<file path="config.mk">
export PLATFORM = sky130hd
export DESIGN_NAME = page_commit
export DESIGN_NICKNAME = d
export VERILOG_FILES = /design/src/rtl/page_commit.sv
export SDC_FILE = /design/constraint.sdc
export NUM_CORES = 1
export LEC_CHECK = 0
export BUFFER_PORTS_ARGS = -buffer_cell sky130_fd_sc_hd__buf_2
export CAP_MARGIN = 30
export CORE_MARGIN = 10
export CORE_UTILIZATION = 50
export CTS_BUF_LIST = sky130_fd_sc_hd__clkbuf_4 sky130_fd_sc_hd__clkbuf_8
export CTS_CLUSTER_SIZE = 14
export DETAILED_ROUTE_END_ITERATION = 10
export MAX_ROUTING_LAYER = met4
export PLACE_DENSITY = 0.79
export SETUP_SLACK_MARGIN = 0.2
export SLEW_MARGIN = 5
export SYNTH_ARGS = -nofsm -noshare
export SYNTH_HDL_FRONTEND = slang
export SYNTH_SLANG_ARGS = --single-unit
export TNS_END_PERCENT = 5
</file>
<file path="constraint.sdc">
create_clock -name clk -period 2.46 [get_ports clk]
set_input_delay 0.369 -clock clk [delete_from_list [all_inputs] [get_ports clk]]
set_output_delay 0.369 -clock clk [all_outputs]
set_load 0.02 [all_outputs]
</file>
<file path="src/rtl/page_commit.sv">
module page_commit #(
  parameter int ADDR_W     = 11,
  parameter int DATA_W     = 8,
  parameter int PAGE_BITS  = 4,
  parameter int CYCLE_CLKS = 50000
) (
  input  logic              clk,
  input  logic              rst_n,
  input  logic              txn_start,
  input  logic              wr_stb,
  input  logic [ADDR_W-1:0] wr_addr,
  input  logic [DATA_W-1:0] wr_data,
  input  logic              stop_stb,
  output logic              arr_we,
  output logic [ADDR_W-1:0] arr_addr,
  output logic [DATA_W-1:0] arr_data,
  output logic              busy,
  output logic [ADDR_W-1:0] cur_addr
);
  localparam int PAGE_SZ = 1 << PAGE_BITS;
  localparam int HI_W    = ADDR_W - PAGE_BITS;
  localparam int CNT_W   = $clog2(CYCLE_CLKS + 1);

  logic [DATA_W-1:0]    buf_q [PAGE_SZ];
  logic [PAGE_SZ-1:0]   vmask_q;
  logic [HI_W-1:0]      page_q;
  logic [PAGE_BITS-1:0] ofs_q;
  logic                 busy_q;
  logic [CNT_W-1:0]     cnt_q;
  logic [ADDR_W-1:0]    cur_q;

  wire                 first   = ~|vmask_q;
  wire                 accept  = wr_stb && !busy_q && !txn_start;
  wire [PAGE_BITS-1:0] wr_slot = first ? wr_addr[PAGE_BITS-1:0] : ofs_q;
  wire [HI_W-1:0]      hi_sel  = first ? wr_addr[ADDR_W-1:PAGE_BITS] : page_q;
  wire [PAGE_BITS-1:0] nxt_slot = wr_slot + 1'b1;
  wire [PAGE_BITS-1:0] scan    = cnt_q[PAGE_BITS-1:0];
  wire                 in_scan = busy_q && (cnt_q < CNT_W'(PAGE_SZ));
  wire                 last_clk = (cnt_q == CNT_W'(CYCLE_CLKS - 1));

  assign arr_we   = in_scan && vmask_q[scan];
  assign arr_addr = {page_q, scan};
  assign arr_data = buf_q[scan];
  assign busy     = busy_q;
  assign cur_addr = cur_q;

  always_ff @(posedge clk) begin
    if (accept) buf_q[wr_slot] <= wr_data;
  end

  always_ff @(posedge clk) begin
    if (!rst_n) begin
      vmask_q <= '0;
      page_q  <= '0;
      ofs_q   <= '0;
      busy_q  <= 1'b0;
      cnt_q   <= '0;
      cur_q   <= '0;
    end else if (busy_q) begin
      cnt_q <= cnt_q + 1'b1;
      if (last_clk) begin
        busy_q  <= 1'b0;
        cnt_q   <= '0;
        vmask_q <= '0;
      end
    end else if (txn_start) begin
      vmask_q <= '0;
    end else if (stop_stb) begin
      if (!first) begin
        busy_q <= 1'b1;
        cnt_q  <= '0;
      end
    end else if (accept) begin
      vmask_q[wr_slot] <= 1'b1;
      page_q <= hi_sel;
      ofs_q  <= nxt_slot;
      cur_q  <= {hi_sel, nxt_slot};
    end
  end

  AST_RESET_IDLE: assert property (@(posedge clk) !rst_n |=> (!busy && !arr_we && cur_addr == '0));
  AST_WE_ONLY_BUSY: assert property (@(posedge clk) disable iff (!rst_n) arr_we |-> busy);
  AST_STOP_COMMITS: assert property (@(posedge clk) disable iff (!rst_n)
    (!busy && !txn_start && stop_stb && |vmask_q) |=> busy);
  AST_EMPTY_STOP: assert property (@(posedge clk) disable iff (!rst_n)
    (!busy && stop_stb && vmask_q == '0) |=> !busy);
  AST_START_DROPS: assert property (@(posedge clk) disable iff (!rst_n)
    (!busy && txn_start) |=> vmask_q == '0);
  AST_LOCKOUT_PTR: assert property (@(posedge clk) disable iff (!rst_n)
    (busy && $past(busy)) |-> $stable(cur_addr));
  AST_SLOT_WRAP: assert property (@(posedge clk) disable iff (!rst_n)
    (accept && !first && ofs_q == '1) |=> cur_addr[PAGE_BITS-1:0] == '0);
endmodule

</file>
==> summary.txt <==
Synth
  • Mapped Nets: 516
  • Area contributors post-synth: edfxtp_1 52%, mux4_2 14%, dfxtp_1 13%, nor2_1 2.9%, a41oi_1 2.1%
  • EDFF count, synth: 128
  • Syn avg cell area: 15.28 um2
  • Register area share after synthesis: 0.6458
  • Distinct cells, synth: 48
  • Most used flip-flop cell after synthesis: edfxtp_1
  • Cells after Synth: 487
  • Cell Area, Synth: 7440 um2
  • Post-synth top area share: 0.5166
  • Async SR Flop Fraction: 0
  • Yosys top cell by area: edfxtp_1
  • Synthesis Warnings: 0
  • Seq cells post-synth: 176

STA
  • Tmin final: 2646 ps
  • RSZ-0062 raised after global routing: true
  • Endpoints failing setup: 9
  • Number of slew-limit violations in the final report: 0
  • Crit share post-route: 1.076
  • Final-report hold violation count: 0
  • Relative slew slack: 0.6324
  • Worst setup margin: -185.9 ps
  • Fmax: 0.3779 GHz
  • Minimum hold slack: 146.3 ps
  • Setup_tns: -1391 ps
  • Worst slew pin tran: 550.6 ps
  • Clock skew: 13.99 ps

Final layout
  • Final net count: 580
  • Finished layout cell area: 8681 um2
  • # fillers: 1091
  • Post-layout util: 0.5973
  • Layout cells sized above 1: 0.3652
  • Ant diodes: 0
  • Synthesis-to-layout area growth: 16.68%
  • FF/Latch Area: 4817 um2
  • Multi-input gate area: 2577 um2

Worst setup path
  • Critical-path cell list: clkbuf_16 > mux4_2 > mux4_2 > buf_2
  • CP Data Required Time: 2090 ps
  • Crit-path max FO: 11
  • Slowest cell delay on critical path: 520 ps
  • WP buf/inv: 2
  • Startpoint Class: register
  • Crit path max-delay family: multiplexers
  • CP most frequent cell: mux4_2
  • Crit end category: primary output
  • Crit path arrival time: 2280 ps
  • Critical-path top delay cell: mux4_2
  • Kind of critical path: register to primary output

Global route
  • First-pass GRT wire length: 25.81 mm
  • Pin count of the biggest net entering global routing: 33
  • Grt ovf: 0
  • Number of global-route vias before repair: 4577
  • Initial antenna violation count: 0
  • Total global-route track usage: 0.1711

Routing
  • DRC Markers: 0
  • Violation count after the first detailed-route iteration: 492
  • Via-to-Cell Ratio: 6.068
  • Avg WL per Cell: 22.47 um
  • Initial DRT Pass Iterations: 7
  • Via count: 4539
  • WL final: 16.81 mm
  • Antenna-violating nets left: 0

Power and ir drop
  • Int Pwr: 4702 uW
  • Sequential share of power: 0.509
  • Total net switching power: 1864 uW
  • Clk pwr share: 0.309
  • VDD IR max: 0.4717 mV
  • PwrDens: 756.4 nW/um2
  • Gate power share: 0.182
  • Pleak: 0.002815 uW
  • Switching share of power: 0.2838

Clocking
  • TritonCTS Buffers: 17
  • H-tree depth: 4
  • Worst-Skew Late Latency: 470 ps
  • Post-CTS setup buffer count: 0
  • # hold bufs at CTS: 0
  • Clock Tree Buf Depth: 2
  • Reg clk slew, reported paths: 90 ps
  • CTS Root Cell: clkbuf_8
  • Clock sink count: 176
  • CTS tree: built

Outcome
  • Status: complete, but fails checks
  • Failing checks: setup timing

Die
  • Die area: 20160 um2
  • Die height: 142.0 um
  • Die boundary width: 142.0 um
  • Initial Util: 0.5119
  • Area of the core: 14530 um2
  • Top-Level Pins: 56
  • Row Count: 44

Placement
  • Final HPWL DP: 11.31 mm
  • PortBufs: 55
  • RD Place Congestion: 0.8705
  • DP Area: 8024 um2

Flow run
  • Max_cap viols: 0

Min path
  • Hold WC Path Type: input port to register
cell type report:
type	count	share of cell area
well taps	184	0.02652
multi-input cells	263	0.2969
clock inverters	15	0.01989
flip-flops and latches	176	0.5549
clock buffers	17	0.02695
inverters	9	0.004180
repair buffers	84	0.07063
placed cells by master (no fill, tap or decap), types with 5 or more instances in the layout:
cell,n
edfxtp_1,128
buf_2,48
nor2_1,46
mux4_2,45
dfxtp_1,42
buf_4,23
nand2_1,19
a41oi_1,18
clkbuf_8,17
a21oi_1,14
nor2_4,13
mux2i_1,11
nand3_1,10
buf_6,8
nand4_1,6
inv_1,6
nor3_1,6
nor3b_1,5
nand2b_1,5
o21ai_0,5
o211ai_1,5
worst register-to-register path: cells and delay by family (launching register included):
| family | cells | cell delay [ps] |
|---|---|---|
| and+or+nand+nor | 3 | 960 |
| DFF | 1 | 340 |
| buffers and inverters | 1 | 250 |
| muxes | 1 | 370 |
Yosys cell counts (2+ instances only):
cell and n:
mux2i_1 11, a21oi_1 14, buf_2 8, mux2_2 2
a211oi_1 2, nor4_1 6, nor3_1 8, nand4_1 6
nand2_1 24, o211ai_1 5, nand3_1 10, mux4_2 45
and4_1 2, o21ai_0 5, edfxtp_1 128, clkbuf_1 13
o21ai_1 4, dfxtp_1 48, o211a_1 2, buf_1 2
o221a_1 3, ha_1 5, nand2b_1 5, a31o_2 2
a41oi_1 18, a31oi_1 4, or4_1 2, nor2_1 58
buf_4 12, buf_6 3, inv_1 9, nor3b_1 5
repair_timing:
| item | in CTS | in global routing |
|---|---|---|
| pin swaps | 6 | 17 |
| gates resized for setup | 12 | 39 |
| setup endpoints to repair | 131 | 156 |
| cloned | 0 | 2 |
per-layer routing:
layer	vias up	share of wire	wire, um	GRT usage
li1	2045	-	-	-
met1	2263	0.40	6747	0.2181
met2	196	0.52	8690	0.2616
met3	35	0.062	1037	0.04139
met4	0	0.020	332	0.06347
met5	-	0	0	-
cell families after synthesis:
family | after synthesis | share of synthesized area
xor gates and xnor gates | 1 | 0.001177
and+or+nand+nor | 132 | 0.08376
adders and majority gates | 5 | 0.008409
buffers and inverters | 48 | 0.03683
AOI/OAI and AO/OA | 67 | 0.06996
muxes | 58 | 0.1541
DFF | 176 | 0.6458
through the flow:
step,total power [uW],worst slack (ps),cells
CTS,6459,-229.3,745
floorplan,4121,117.4,487
global route,6832,-262.6,748
finish,6566,-185.9,748
global placement,4415,104.8,713
detailed placement,4450,18.65,713
registers in the layout (all words and copies together) (netlist names), named ones only:
register  flops
cur_addr      1
ofs_q         3
buf_q       128
vmask_q      16
page_q        7
busy          1
cnt_q        16
power by group through the flow:
stage	registers (uW)	clock network (uW)	logic (uW)
floorplan	3380	0	737
global placement	3390	0	1030
detailed placement	3400	0	1050
CTS	3330	2060	1070
global route	3350	2210	1270
finish	3340	2030	1190
worst paths after layout:
kind                                                from                       end  slack [ps]  depth (start not counted)
worst min-delay path                         wr_addr[10]    page_q[6]$_SDFFE_PN0P_         150                          3
worst min register to register  vmask_q[12]$_SDFFE_PN0P_  vmask_q[12]$_SDFFE_PN0P_         510                          2
worst max register to register  vmask_q[11]$_SDFFE_PN0P_     buf_q[4][2]$_DFFE_PP_         190                          5
worst max-delay path                            register               arr_data[0]        -190                          4
No activity file was read; power rests on OpenSTA's default activity.
